$ cat config.mk
export PLATFORM = sky130hd
export DESIGN_NAME = rtc_bcd_calendar
export DESIGN_NICKNAME = d
export VERILOG_FILES = /design/src/rtl/rtc_cal_pkg.sv /design/src/rtl/rtc_bcd_field.sv /design/src/rtl/rtc_prescaler.sv /design/src/rtl/rtc_calendar.sv /design/src/rtl/rtc_bcd_calendar.sv
export SDC_FILE = /design/constraint.sdc
export NUM_CORES = 1
export LEC_CHECK = 0
export BUFFER_PORTS_ARGS = -buffer_cell sky130_fd_sc_hd__buf_4
export CORE_MARGIN = 8
export CORE_UTILIZATION = 48
export CTS_BUF_LIST = sky130_fd_sc_hd__clkbuf_2 sky130_fd_sc_hd__clkbuf_4 sky130_fd_sc_hd__clkbuf_8
export DETAILED_ROUTE_END_ITERATION = 16
export GPL_TIMING_DRIVEN = 1
export PLACE_DENSITY = 0.68
export SLEW_MARGIN = 20
export SYNTH_ARGS = -nofsm -noshare
export SYNTH_HDL_FRONTEND = slang
export SYNTH_SLANG_ARGS = --single-unit
$ cat constraint.sdc
create_clock -name clk -period 3.17 [get_ports clk]
set_clock_uncertainty 0.1 [all_clocks]
set_input_delay 0.1585 -clock clk [delete_from_list [all_inputs] [get_ports clk]]
set_output_delay 0.1585 -clock clk [all_outputs]
set_load 0.01 [all_outputs]
$ cat src/rtl/rtc_cal_pkg.sv
package rtc_cal_pkg;

   localparam int NFIELD = 8;   // sec, min, hour, wday, day, month, year-lo, year-hi
   localparam int F_SEC  = 0;
   localparam int F_HOUR = 2;
   localparam int F_DAY  = 4;
   localparam int F_MON  = 5;
   localparam int F_YLO  = 6;

   function automatic logic [7:0] bcd_next(input logic [7:0] v);
      if (v[3:0] >= 4'd9) return {v[7:4] + 4'd1, 4'h0};
      return v + 8'd1;
   endfunction

   // binary value mod 4 = (2*tens + units) mod 4
   function automatic logic leap_year(input logic [7:0] y);
      logic [4:0] s;
      s = {y[7:4], 1'b0} + {1'b0, y[3:0]};
      return (s[1:0] == 2'b00);
   endfunction

   function automatic logic [7:0] month_days(input logic [7:0] mon, input logic [7:0] ylo);
      case (mon)
         8'h02:                   return leap_year(ylo) ? 8'h29 : 8'h28;
         8'h04, 8'h06, 8'h09, 8'h11: return 8'h30;
         default:                 return 8'h31;
      endcase
   endfunction

   function automatic logic [7:0] field_floor(input int i);
      return (i == F_DAY || i == F_MON) ? 8'h01 : 8'h00;
   endfunction

   function automatic logic [7:0] field_ceiling(input int i);
      case (i)
         0, 1:    return 8'h59;
         2:       return 8'h23;
         3:       return 8'h06;
         4:       return 8'h31;
         5:       return 8'h12;
         default: return 8'h99;
      endcase
   endfunction

endpackage

$ cat src/rtl/rtc_bcd_field.sv
module rtc_bcd_field import rtc_cal_pkg::*; #(
   parameter logic [7:0] FLOOR = 8'h00,
   parameter logic [7:0] RST   = 8'h00
) (
   input  logic       clk,
   input  logic       rst_n,
   input  logic       inc,
   input  logic [7:0] ceil_v,
   input  logic       ld,
   input  logic [7:0] ld_val,
   output logic [7:0] q,
   output logic       wrap
);

   logic at_top;
   assign at_top = (q >= ceil_v);
   assign wrap   = inc && at_top;

   always_ff @(posedge clk or negedge rst_n) begin
      if (!rst_n)   q <= RST;
      else if (ld)  q <= ld_val;
      else if (inc) q <= at_top ? FLOOR : bcd_next(q);
   end

endmodule

$ cat src/rtl/rtc_prescaler.sv
module rtc_prescaler #(
   parameter int W = 7
) (
   input  logic         clk,
   input  logic         rst_n,
   input  logic         tick,
   input  logic         run,
   input  logic         clr,
   output logic [W-1:0] cnt,
   output logic         sec_tick
);

   assign sec_tick = tick && run && !clr && (&cnt);

   always_ff @(posedge clk or negedge rst_n) begin
      if (!rst_n)           cnt <= '0;
      else if (clr)         cnt <= '0;
      else if (tick && run) cnt <= cnt + 1'b1;
   end

endmodule

$ cat src/rtl/rtc_calendar.sv
module rtc_calendar import rtc_cal_pkg::*; #(
   parameter logic [8*NFIELD-1:0] RST_TIME = 64'h2000_0101_0600_0000
) (
   input  logic                    clk,
   input  logic                    rst_n,
   input  logic                    sec_tick,
   input  logic [NFIELD-1:0]       ld,
   input  logic [NFIELD-1:0][7:0]  ld_val,
   output logic [NFIELD-1:0][7:0]  q
);

   logic [NFIELD-1:0]      inc;
   logic [NFIELD-1:0]      wrap;
   logic [NFIELD-1:0][7:0] ceil_v;
   logic                   century_wrap_unused;

   assign century_wrap_unused = wrap[NFIELD-1];

   always_comb begin
      for (int i = 0; i < NFIELD; i++) ceil_v[i] = field_ceiling(i);
      ceil_v[F_DAY] = month_days(q[F_MON], q[F_YLO]);
   end

   // carry chain: weekday and day both step on the hour wrap
   always_comb begin
      inc[0] = sec_tick;
      inc[1] = wrap[0];
      inc[2] = wrap[1];
      inc[3] = wrap[F_HOUR];
      inc[4] = wrap[F_HOUR];
      inc[5] = wrap[F_DAY];
      inc[6] = wrap[F_MON];
      inc[7] = wrap[F_YLO];
   end

   for (genvar i = 0; i < NFIELD; i++) begin : g_fld
      localparam logic [7:0] FL = field_floor(i);
      rtc_bcd_field #(.FLOOR(FL), .RST(RST_TIME[8*i +: 8])) u_fld (
         .clk    (clk),
         .rst_n  (rst_n),
         .inc    (inc[i]),
         .ceil_v (ceil_v[i]),
         .ld     (ld[i]),
         .ld_val (ld_val[i]),
         .q      (q[i]),
         .wrap   (wrap[i])
      );
   end

endmodule

$ cat src/rtl/rtc_bcd_calendar.sv
module rtc_bcd_calendar import rtc_cal_pkg::*; #(
   parameter int                  ADDR_W   = 4,
   parameter int                  PRESC_W  = 7,
   parameter logic [8*NFIELD-1:0] RST_TIME = 64'h2000_0101_0600_0000
) (
   input  logic              clk,
   input  logic              rst_n,
   input  logic              tick_en,
   input  logic [ADDR_W-1:0] bus_addr,
   input  logic              bus_wr,
   input  logic [15:0]       bus_wdata,
   output logic [15:0]       bus_rdata,
   output logic              irq
);

   localparam logic [ADDR_W-1:0] A_SUB   = ADDR_W'(0);
   localparam logic [ADDR_W-1:0] A_YEAR  = ADDR_W'(7);
   localparam logic [ADDR_W-1:0] A_CTRL1 = ADDR_W'(8);
   localparam logic [ADDR_W-1:0] A_CTRL2 = ADDR_W'(9);
   localparam int                BYTE_FIELDS = NFIELD - 2;

   if (ADDR_W < 4) begin : g_bad_addr
      $error("rtc_bcd_calendar: ADDR_W must be at least 4");
   end
   if (PRESC_W < 2 || PRESC_W > 16) begin : g_bad_presc
      $error("rtc_bcd_calendar: PRESC_W must lie in 2..16");
   end

   // control state
   logic       cf, cie, aie, af;
   logic       pf, en, start;
   logic [2:0] rate;
   logic       run, presc_clr, sec_tick, wr_c1, wr_c2, wr_time;
   logic [PRESC_W-1:0]      presc;
   logic [NFIELD-1:0]       ld;
   logic [NFIELD-1:0][7:0]  ld_val;
   logic [NFIELD-1:0][7:0]  cal_q;
   logic [7:0]              sec_q;

   assign run       = en && start;
   assign wr_c1     = bus_wr && (bus_addr == A_CTRL1);
   assign wr_c2     = bus_wr && (bus_addr == A_CTRL2);
   assign presc_clr = wr_c2 && bus_wdata[1];
   assign wr_time   = bus_wr && !run;
   assign sec_q     = cal_q[F_SEC];

   for (genvar i = 0; i < BYTE_FIELDS; i++) begin : g_ld_byte
      assign ld[i]     = wr_time && (bus_addr == ADDR_W'(i + 1));
      assign ld_val[i] = bus_wdata[7:0];
   end
   assign ld[F_YLO]       = wr_time && (bus_addr == A_YEAR);
   assign ld[NFIELD-1]    = wr_time && (bus_addr == A_YEAR);
   assign ld_val[F_YLO]   = bus_wdata[7:0];
   assign ld_val[NFIELD-1] = bus_wdata[15:8];

   rtc_prescaler #(.W(PRESC_W)) u_presc (
      .clk      (clk),
      .rst_n    (rst_n),
      .tick     (tick_en),
      .run      (run),
      .clr      (presc_clr),
      .cnt      (presc),
      .sec_tick (sec_tick)
   );

   rtc_calendar #(.RST_TIME(RST_TIME)) u_cal (
      .clk      (clk),
      .rst_n    (rst_n),
      .sec_tick (sec_tick),
      .ld       (ld),
      .ld_val   (ld_val),
      .q        (cal_q)
   );

   always_ff @(posedge clk or negedge rst_n) begin
      if (!rst_n) begin
         cf  <= 1'b0;
         cie <= 1'b0;
         aie <= 1'b0;
         af  <= 1'b0;
      end else begin
         if (wr_c1) begin
            cie <= bus_wdata[4];
            aie <= bus_wdata[3];
            af  <= af & bus_wdata[0];
         end
         if (sec_tick)   cf <= 1'b1;
         else if (wr_c1) cf <= cf & bus_wdata[7];
      end
   end

   always_ff @(posedge clk or negedge rst_n) begin
      if (!rst_n) begin
         pf    <= 1'b0;
         rate  <= 3'd0;
         en    <= 1'b0;
         start <= 1'b0;
      end else if (wr_c2) begin
         pf    <= pf & bus_wdata[7];
         rate  <= bus_wdata[6:4];
         en    <= bus_wdata[3];
         start <= bus_wdata[0] & ~bus_wdata[1];
      end
   end

   assign irq = cf && cie;

   always_comb begin
      bus_rdata = 16'h0000;
      if (bus_addr == A_SUB)
         bus_rdata = 16'(presc);
      else if (bus_addr == ADDR_W'(1))
         bus_rdata = {8'h00, sec_q};
      else if (bus_addr == A_YEAR)
         bus_rdata = {cal_q[NFIELD-1], cal_q[F_YLO]};
      else if (bus_addr == A_CTRL1)
         bus_rdata = {8'h00, cf, 2'b00, cie, aie, 2'b00, af};
      else if (bus_addr == A_CTRL2)
         bus_rdata = {8'h00, pf, rate, en, 1'b0, 1'b0, start};
      else
         for (int i = 1; i < BYTE_FIELDS; i++)
            if (bus_addr == ADDR_W'(i + 1)) bus_rdata = {8'h00, cal_q[i]};
   end

endmodule

==> impl_metrics.env, run 1 <==
export IMPL_startpoint_type="register"
export IMPL_power_density_nw_per_um2=542
export IMPL_worst_slew_pin_slew_ns=0.800
export IMPL_worstPathRequired_ns=3.37
export IMPL_syn_avg_cell_area_um2=8.20
export IMPL_gp_congestion=0.935
export IMPL_swShare=0.411
export IMPL_cts_buffers=9
export IMPL_place_hpwl_um=14700
export IMPL_synth_top_area_frac=0.302
export IMPL_diodes=0
export IMPL_finalWorstSetupSlack_ns=-0.00266
export IMPL_yosys_most_used_dff="dfrtp_1"
export IMPL_max_slew_margin_rel=0.465
export IMPL_synth_common_cells="nand2_1, dfrtp_1, nor2_1"
export IMPL_combPwrFrac=0.374
export IMPL_grt_use_total=0.251
export IMPL_ys_warn_count=0
export IMPL_cts_tree="built"
export IMPL_fp_row_count=42
export IMPL_cp_max_fo=4
export IMPL_drive_above_1_share=0.170
export IMPL_synth_most_common_cell="nand2_1"
export IMPL_drv_slew=0
export IMPL_final_cell_count_no_fill=1004
export IMPL_p_leak_nw=3.19
export IMPL_grt_pass1_vias=6127
export IMPL_grt_overflow_total=0
export IMPL_ys_seq_area_frac=0.323
export IMPL_p_int_w=0.00235
export IMPL_wl_um=20700
export IMPL_hold_violations=0
export IMPL_nNetsFinal=895
export IMPL_status="finished with violations"
export IMPL_synth_area_leaders="dfrtp_1, ha_1, nand2_1"
export IMPL_max_cap_viol_count=0
export IMPL_n_fill_cell=1232
export IMPL_ir_worst_vdd_uv=340
export IMPL_synthCells=767
export IMPL_setup_viol=1
export IMPL_synth_top_area_cell="dfrtp_1"
export IMPL_die_area_um2=17000
export IMPL_crit_type="reg -> reg"
export IMPL_timing_fmax_mhz=315
export IMPL_wl_per_cell_um=20.6
export IMPL_drcViolationCount=0
export IMPL_violations="negative setup slack"
export IMPL_hold_class="in -> reg"
export IMPL_async_flop_share=1.00
export IMPL_die_h_um=130
export IMPL_grt_antenna_before_repair=0
export IMPL_port_buffers=40
export IMPL_p_switching_w=0.00164
export IMPL_synth_edf_count=0
export IMPL_die_w_um=130
export IMPL_clk_path_buf_depth=2
export IMPL_grt_max_degree=82
export IMPL_ys_types=75
export IMPL_rsz0062_at_grt="true"
export IMPL_syn2layout_area_growth_pct=17.2
export IMPL_cts_sinks=81
export IMPL_clkPwrFrac=0.216
export IMPL_initial_utilization=0.482
export IMPL_clkLatencyLatePin_ns=0.39
export IMPL_core_um2=13000
export IMPL_ios=41
export IMPL_root_buffer="clkbuf_8"
export IMPL_cts_max_level=3
export IMPL_crit_arrival_ns=3.37
export IMPL_hold_slack_ns=0.0313
export IMPL_stdcell_area_um2=7370
export IMPL_grt_pass1_wl_um=32700
export IMPL_ant_nets=0
export IMPL_drt_iter0_drc=604
export IMPL_min_period_ns=3.17
export IMPL_seq_power_share=0.410
export IMPL_drtPass1Iterations=7
export IMPL_p_total_w=0.00399
export IMPL_synth_fp_nets=839
export IMPL_dp_cells=970
export IMPL_routed_via_density=6.30
export IMPL_critPathCaptureType="register"
export IMPL_clk_pin_slew_ns=0.09
export IMPL_synth_seq_cells=81
export IMPL_place_area_um2=6840
export IMPL_fin_crit_sh=1.00
export IMPL_syn_cell_area_um2=6290
export IMPL_num_vias=6321
## sequential cells by signal (all words and copies together), names as in the netlist
signal               count
u_cal.g_fld.u_fld.q     64
u_presc.cnt              7
rate                     3
af                       1
aie                      1
cf                       1
cie                      1
en                       1
pf                       1
start                    1
## cells by family (layout without fill, tap and decap cells)
family,after synthesis,after routing,share of synthesized area
AOI/OAI and AO/OA,212,212,0.225
adders and majority gates,48,48,0.0955
muxes,22,22,0.0374
xor gates and xnor gates,11,11,0.0153
and+or+nand+nor,313,313,0.253
buffers and inverters,80,141,0.0501
DFF,81,81,0.323
## layout by cell type, fill, tap and decap left out, types with 6 or more instances in the layout
cell type,netlist,layout
nor2_1,59,58
nand2_1,102,101
o211ai_1,7,7
and3_1,11,11
inv_1,42,40
o31ai_1,8,7
o21ai_0,56,54
buf_4,3,69
and2_1,12,12
o22ai_1,8,8
mux2_2,12,12
dfrtp_1,76,76
nor3_1,15,12
mux2i_1,10,10
nand4_1,8,8
nand3_1,44,42
clkbuf_8,0,9
a22oi_1,9,9
a22o_1,6,6
ha_1,48,45
dlygate4sd3_1,0,11
nand2b_1,8,8
nor2b_1,10,10
a31oi_1,9,7
xor2_1,6,6
o21a_1,8,8
a21oi_1,45,44
## final timing paths
path / from / endpoint / slack [ns] / cells after the start
max reg2reg: u_cal.g_fld[5].u_fld.q[0] / u_cal.g_fld[4].u_fld.q[4] / -0.003 / 13
max: u_cal.g_fld[5].u_fld.q[0] / u_cal.g_fld[4].u_fld.q[4] / -0.003 / 13
max in group asynchronous: rst_n / aie / 2.14 / 2
min reg2reg: pf / pf / 0.41 / 1
min in group asynchronous: rst_n / u_cal.g_fld[3].u_fld.q[0] / 0.30 / 2
min: bus_wdata[5] / u_cal.g_fld[5].u_fld.q[5] / 0.03 / 3
## power by group through the flow
stage	clock network (W)	logic, W	registers, W
floorplan	0	0.000996	0.00150
CTS	0.000885	0.00142	0.00162
global placement	0	0.00132	0.00162
detailed placement	0	0.00137	0.00163
global route	0.000929	0.00165	0.00168
finish	0.000863	0.00149	0.00164
## stage by stage
step / utilization / setup TNS [ns] / setup slack, ns
final: 0.565 / -0.00266 / -0.00266
after global routing: 0.565 / -1.49 / -0.137
after global placement: 0.525 / 0 / 0.0306
after detailed placement: 0.525 / -0.202 / -0.109
after CTS: 0.556 / -0.0369 / -0.0191
after floorplan: - / 0 / 0.0231
## layer usage
metal  part of all wire  up-vias  track usage
met5                  0        -            0
met4              0.035        0        0.122
met3              0.075       55       0.0499
met2               0.46      288        0.397
met1               0.43     3056        0.322
li1                   -     2922            -
## worst max-delay path, cell delays in order, from the launching register on
cell and delay, ns:
dfstp_2 0.57, inv_4 0.05, ha_2 0.17, o211ai_1 0.16, a21oi_1 0.08, a31oi_1 0.22
nor3_2 0.07, a21oi_1 0.16, ha_1 0.27, nor4b_4 0.26, o221ai_2 0.14, buf_4 0.16
or4b_1 0.46, a31oi_1 0.20
## layout make-up
cell class	count	area (um2)	area share
Tap cell	176	220	0.0299
Clock inverter	7	95.1	0.0129
Timing Repair Buffer	83	662	0.0898
Clock buffer	9	124	0.0168
Sequential cell	81	2030	0.276
Inverter	42	160	0.0217
Multi-Input combinational cell	606	4070	0.553
## repair_timing
item / CTS / global route
setup buffers: 4 / 3
resized for setup: 9 / 22
endpoints found under the hold margin: 92 / 0
pin swaps: 9 / 11
setup endpoints to repair: 6 / 28
hold buffers: 11 / 0
cloned: 0 / 0
(Power assumes the default switching activity.)
==> run 2, diff against run 1 <==
--- a/config.mk
+++ b/config.mk
@@ -11,7 +11,7 @@
 export CTS_BUF_LIST = sky130_fd_sc_hd__clkbuf_2 sky130_fd_sc_hd__clkbuf_4 sky130_fd_sc_hd__clkbuf_8
 export DETAILED_ROUTE_END_ITERATION = 16
 export GPL_TIMING_DRIVEN = 1
-export PLACE_DENSITY = 0.68
+export PLACE_DENSITY = 0.73
 export SLEW_MARGIN = 20
 export SYNTH_ARGS = -nofsm -noshare
 export SYNTH_HDL_FRONTEND = slang
==> run 2 against run 1 <==
Against the previous run:
- the flow still finishes with violations (negative setup slack)
- sequential power about the same
- largest cell class unchanged
- hold slack got worse by 0.017 ns
- non-clock buffer count is 6 higher
- design area is 0.12% lower
- critical path depth increased by 2
- utilization decreased by 0.067 points
- worst setup slack lost 0.024 ns
- sequential share of layout area about the same
- combinational power about the same
- die area is the same
- highest routed layer unchanged
- register-to-register slack got worse by 0.02 ns
- global-route usage shrank 0.20 points
==> impl_metrics.env, run 2 (same netlist as run 1, synthesis figures left out) <==
export IMPL_startpoint_type="register"
export IMPL_grt_max_degree=43
export IMPL_routed_via_density=6.39
export IMPL_r2r_slack_ns=-0.03
export IMPL_status="finished with violations"
export IMPL_cts_buffers=9
export IMPL_wl_per_cell_um=20.3
export IMPL_r2r_start="u_cal.g_fld[5].u_fld.q[0]"
export IMPL_nNetsFinal=901
export IMPL_ios=41
export IMPL_stdcell_area_um2=7360
export IMPL_violations="negative setup slack"
export IMPL_drv_slew=0
export IMPL_wl_met1_um=8140
export IMPL_hold_class="in -> reg"
export IMPL_p_switching_w=0.00164
export IMPL_core_um2=13000
export IMPL_clk_pin_slew_ns=0.09
export IMPL_startpoint="u_cal.g_fld[5].u_fld.q[0]"
export IMPL_layout_common_cells="nand2_1, buf_4, dfrtp_1, nor2_1, o21ai_0"
export IMPL_hold_slack_ns=0.0142
export IMPL_worstPathRequired_ns=3.33
export IMPL_drt_iter0_drc=823
export IMPL_place_area_um2=6840
export IMPL_min_period_ns=3.20
export IMPL_p_int_w=0.00232
export IMPL_grt_pass1_wl_um=33000
export IMPL_met2WireLength_um=9760
export IMPL_place_hpwl_um=14800
export IMPL_route_top_layer_used="met4"
export IMPL_max_cap_viol_count=0
export IMPL_syn2layout_area_growth_pct=17.1
export IMPL_worstRegToRegCells=15
export IMPL_wl_um=20500
export IMPL_p_leak_nw=3.21
export IMPL_grt_overflow_total=0
export IMPL_ir_worst_vdd_uv=264
export IMPL_ant_nets=0
export IMPL_clkLatencyLatePin_ns=0.38
export IMPL_initial_utilization=0.482
export IMPL_cp_max_fo=7
export IMPL_finalWorstSetupSlack_ns=-0.0264
export IMPL_drive_above_1_share=0.175
export IMPL_clkPwrFrac=0.204
export IMPL_grt_antenna_before_repair=0
export IMPL_crit_arrival_ns=3.35
export IMPL_die_area_um2=17000
export IMPL_hold_violations=0
export IMPL_n_fill_cell=1213
export IMPL_cts_max_level=3
export IMPL_seqCellArea_um2=2030
export IMPL_fin_crit_sh=1.01
export IMPL_crit_type="reg -> reg"
export IMPL_swShare=0.414
export IMPL_largest_register_ffs=64
export IMPL_gp_congestion=0.948
export IMPL_min_path_cells=3
export IMPL_multi_input_area_um2=4050
export IMPL_clk_path_buf_depth=2
export IMPL_cts_sinks=81
export IMPL_timing_fmax_mhz=313
export IMPL_drcViolationCount=0
export IMPL_diodes=0
export IMPL_grt_pass1_vias=6392
export IMPL_place_ws_ns=-0.0827
export IMPL_fp_row_count=42
export IMPL_worstReg2RegEnd="u_cal.g_fld[5].u_fld.q[3]"
export IMPL_route_met3_wl_um=1830
export IMPL_max_slew_margin_rel=0.453
export IMPL_top_register="u_cal.g_fld.u_fld.q"
export IMPL_die_h_um=130
export IMPL_port_buffers=40
export IMPL_worst_slew_pin_slew_ns=0.818
export IMPL_root_buffer="clkbuf_8"
export IMPL_setup_viol=3
export IMPL_rsz0062_at_grt="true"
export IMPL_critPathCaptureType="register"
export IMPL_cts_tree="built"
export IMPL_die_w_um=130
export IMPL_final_common_cell="nand2_1"
export IMPL_combPwrFrac=0.384
export IMPL_num_vias=6453
export IMPL_fin_util=0.565
export IMPL_power_density_nw_per_um2=539
export IMPL_drtPass1Iterations=5
export IMPL_worstSetupEndpoint="u_cal.g_fld[5].u_fld.q[3]"
export IMPL_grt_use_total=0.249
export IMPL_seq_power_share=0.412
export IMPL_largestRegisters="u_cal.g_fld.u_fld.q x64, u_presc.cnt x7, rate x3"
export IMPL_p_total_w=0.00397
-- run 2: cell types whose count changed in the layout (fill, tap and decap cells not counted), moves of 2 or more --
cell	change
a31oi_1	+2
dlygate4sd3_1	-4
buf_4	+12
a31oi_2	-2
nand3_1	+2
buf_6	-2
nand3_2	-2
-- run 2: final cells by class --
type / instances / area share
multi-input cells: 606 / 0.550
flip-flops and latches: 81 / 0.276
repair buffers: 89 / 0.0937
well taps: 176 / 0.0299
inverters: 42 / 0.0218
clock buffers: 10 / 0.0187
clock inverters: 6 / 0.00918
-- run 2: worst min-delay path by stage --
stage | from | end | slack, ns
final | bus_wdata[11] | u_cal.g_fld[7].u_fld.q[3] | 0.01
after global routing | bus_wdata[4] | u_cal.g_fld[6].u_fld.q[4] | 0.03
after CTS | bus_wdata[10] | u_cal.g_fld[7].u_fld.q[2] | 0.01
after detailed placement | rst_n | u_cal.g_fld[1].u_fld.q[6] | 0.10
after global placement | rst_n | u_cal.g_fld[2].u_fld.q[0] | 0.1
after floorplan | rst_n | af | -0.24
-- run 2: power by group through the flow --
stage          registers (W)  clock network [W]  logic (W)
4_1_cts              0.00161           0.000813    0.00146
5_1_grt              0.00167           0.000852    0.00169
2_1_floorplan        0.00150                  0   0.000996
6_report             0.00164           0.000810    0.00152
3_5_place_dp         0.00163                  0    0.00138
3_3_place_gp         0.00162                  0    0.00131
-- run 2: what timing repair did --
action                                  in CTS  in global routing
endpoints found under the setup margin       8                 29
hold endpoints to repair                    44                  0
cloned                                       0                  0
gates resized for setup                      5                 18
setup buffers                               17                  0
pin swaps                                   11                 12
hold buffers                                 7                  0
-- run 2: worst max-delay path, cell delays in order (launching register included) --
cell,delay [ns]
dfstp_2,0.58
inv_4,0.06
ha_4,0.15
o211ai_1,0.17
a21oi_1,0.08
a31oi_1,0.23
nor3_2,0.08
a21oi_2,0.19
ha_4,0.23
nor4b_4,0.31
buf_4,0.15
o221a_2,0.23
nor3_2,0.06
buf_4,0.18
a32oi_1,0.16
o211ai_1,0.11
-- run 2: metal layers --
| metal | global-route usage | vias to the layer above |
|---|---|---|
| met3 | 0.0349 | 61 |
| met5 | 0 | - |
| met1 | 0.318 | 3104 |
| met2 | 0.405 | 363 |
| met4 | 0.124 | 0 |
| li1 | - | 2925 |
-- run 2: metrics by stage --
stage	instances	setup TNS (ns)
global route	1010	-2.75
CTS	1010	-0.0588
finish	1010	-0.0602
floorplan	767	0
global placement	970	0
detailed placement	970	-0.233
==> run 3, diff against run 2 <==
--- a/config.mk
+++ b/config.mk
@@ -12,6 +12,7 @@
 export DETAILED_ROUTE_END_ITERATION = 16
 export GPL_TIMING_DRIVEN = 1
 export PLACE_DENSITY = 0.73
+export RECOVER_POWER = 25
 export SLEW_MARGIN = 20
 export SYNTH_ARGS = -nofsm -noshare
 export SYNTH_HDL_FRONTEND = slang
==> run 3 against run 2 <==
Against the previous run:
- design area is essentially flat
- hold slack barely moved
- die area unchanged
- via count hardly changed
- register-to-register slack barely moved
- clock-buffer cell count unchanged
- the run ends with max-capacitance violations, max-slew violations, negative setup slack left
- critical path type unchanged
- critical endpoint is now u_cal.g_fld[5].u_fld.q[1]
==> impl_metrics.env, run 3 (same netlist as run 1, synthesis figures left out) <==
export IMPL_p_leak_nw=3.21
export IMPL_grt_use_total=0.249
export IMPL_ir_worst_vdd_uv=264
export IMPL_seq_power_share=0.412
export IMPL_core_um2=13000
export IMPL_worst_slew_pin_slew_ns=2.58
export IMPL_grt_pass1_wl_um=33000
export IMPL_cts_sinks=81
export IMPL_drv_slew=43
export IMPL_grt_pass1_vias=6392
export IMPL_grt_max_degree=43
export IMPL_swShare=0.414
export IMPL_diodes=0
export IMPL_clk_path_buf_depth=2
export IMPL_syn2layout_area_growth_pct=17.0
export IMPL_root_buffer="clkbuf_8"
export IMPL_gp_congestion=0.948
export IMPL_min_path_cells=3
export IMPL_die_w_um=130
export IMPL_startpoint_type="register"
export IMPL_wl_um=20400
export IMPL_drt_iter0_drc=823
export IMPL_cp_num_cells=15
export IMPL_cts_max_level=3
export IMPL_drcViolationCount=0
export IMPL_wl_per_cell_um=20.2
export IMPL_largestRegisters="u_cal.g_fld.u_fld.q x64, u_presc.cnt x7, rate x3"
export IMPL_port_buffers=40
export IMPL_violations="max-capacitance violations, max-slew violations, negative setup slack"
export IMPL_largest_register_ffs=64
export IMPL_power_density_nw_per_um2=539
export IMPL_fp_row_count=42
export IMPL_cp_slowest_cell="dfstp_2"
export IMPL_crit_type="reg -> reg"
export IMPL_top_register="u_cal.g_fld.u_fld.q"
export IMPL_place_hpwl_um=14800
export IMPL_max_cap_viol_count=1
export IMPL_cp_max_fo=7
export IMPL_place_ws_ns=-0.0827
export IMPL_hold_class="in -> reg"
export IMPL_worstPathRequired_ns=3.39
export IMPL_hold_violations=0
export IMPL_die_area_um2=17000
export IMPL_timing_fmax_mhz=313
export IMPL_final_common_cell="nand2_1"
export IMPL_r2r_slack_ns=-0.02
export IMPL_p_int_w=0.00232
export IMPL_fin_util=0.564
export IMPL_setup_viol=3
export IMPL_cpPeakStageDelay_ns=0.58
export IMPL_crit_chain="inv_4 -> ha_4 -> o211ai_1 -> a21oi_1 -> a31oi_1 -> nor3_2 -> a21oi_2 -> ha_4 -> nor4b_4 -> buf_4 -> o221a_2 -> nor3_2 -> buf_4 -> o31ai_2 -> a31o_2"
export IMPL_status="finished with violations"
export IMPL_crit_arrival_ns=3.42
export IMPL_ios=41
export IMPL_nNetsFinal=901
export IMPL_routed_via_density=6.39
export IMPL_worstRegToRegCells=15
export IMPL_rsz0062_at_grt="true"
export IMPL_cts_tree="built"
export IMPL_num_vias=6456
export IMPL_crit_family="compound AO/OA/AOI/OAI gates"
export IMPL_grt_antenna_before_repair=0
export IMPL_critPathCaptureType="register"
export IMPL_finalWorstSetupSlack_ns=-0.0248
export IMPL_combPwrFrac=0.384
export IMPL_dp_cells=970
export IMPL_drive_above_1_share=0.174
export IMPL_die_h_um=130
export IMPL_min_period_ns=3.19
export IMPL_ant_nets=0
export IMPL_final_cell_count_no_fill=1010
export IMPL_fin_crit_sh=1.01
export IMPL_p_switching_w=0.00164
export IMPL_layout_common_cells="nand2_1, buf_4, dfrtp_1, nor2_1, o21ai_0"
export IMPL_drtPass1Iterations=5
export IMPL_path_buf_inv=3
export IMPL_max_slew_margin_rel=-0.718
export IMPL_cts_buffers=9
export IMPL_grt_overflow_total=0
export IMPL_initial_utilization=0.482
export IMPL_clk_pin_slew_ns=0.09
export IMPL_clkLatencyLatePin_ns=0.38
export IMPL_clkPwrFrac=0.204
-- run 3: cell types whose count changed in the layout (fill, tap and decap cells not counted), sizes merged --
cell	before	now
clkbuf	10	11
buf	82	81
-- run 3: layer usage --
metal / up-vias / track usage / wire length, um
met3: 63 / 0.0349 / 1830
li1: 2927 / - / -
met5: - / 0 / 0
met1: 3109 / 0.318 / 8150
met4: 0 / 0.124 / 759
met2: 357 / 0.405 / 9720
-- run 3: worst paths after layout --
check,startpoint,to
worst max register to register,u_cal.g_fld[5].u_fld.q[0],u_cal.g_fld[5].u_fld.q[1]
worst min register to register,af,af
worst min-delay path,bus_wdata[11],u_cal.g_fld[7].u_fld.q[3]
worst max-delay path,u_cal.g_fld[5].u_fld.q[0],u_cal.g_fld[5].u_fld.q[1]
max in group asynchronous,rst_n,u_cal.g_fld[6].u_fld.q[2]
min in group asynchronous,rst_n,u_cal.g_fld[2].u_fld.q[2]
-- run 3: power by group through the flow --
stage	clock, W	sequential, W	combinational, W
global placement	0	0.00162	0.00131
CTS	0.000813	0.00161	0.00146
detailed placement	0	0.00163	0.00138
finish	0.000810	0.00163	0.00152
floorplan	0	0.00150	0.000996
global route	0.000852	0.00167	0.00169
-- run 3: worst min-delay path: stages --
cell and delay, ns:
buf_4 0.07, o21ai_0 0.08, a2bb2oi_1 0.14
-- run 3: repair_timing --
item | in CTS | in global routing
pin swaps | 11 | 12
hold buffers | 7 | 0
endpoints found under the setup margin | 8 | 29
endpoints found under the hold margin | 44 | 0
buffers inserted | 17 | 0
gates resized for setup | 5 | 18
-- run 3: metrics by stage --
step	TNS (ns)	total power (W)	hold WS (ns)	cell area (um2)
floorplan	0	0.00250	-0.237	6290
global placement	0	0.00292	0.0996	6840
detailed placement	-0.233	0.00301	0.102	6840
CTS	-0.0588	0.00389	0.0106	7270
global route	-2.75	0.00420	0.0299	7360
finish	-0.0540	0.00397	0.0138	7360
-- run 3: layout make-up --
type                    instances  area [um2]
flip-flops and latches         81        2030
clock buffers                  10         138
inverters                      42         160
well taps                     176         220
clock inverters                 6        67.6
repair buffers                 89         686
fillers                      1215        5680
multi-input cells             606        4050
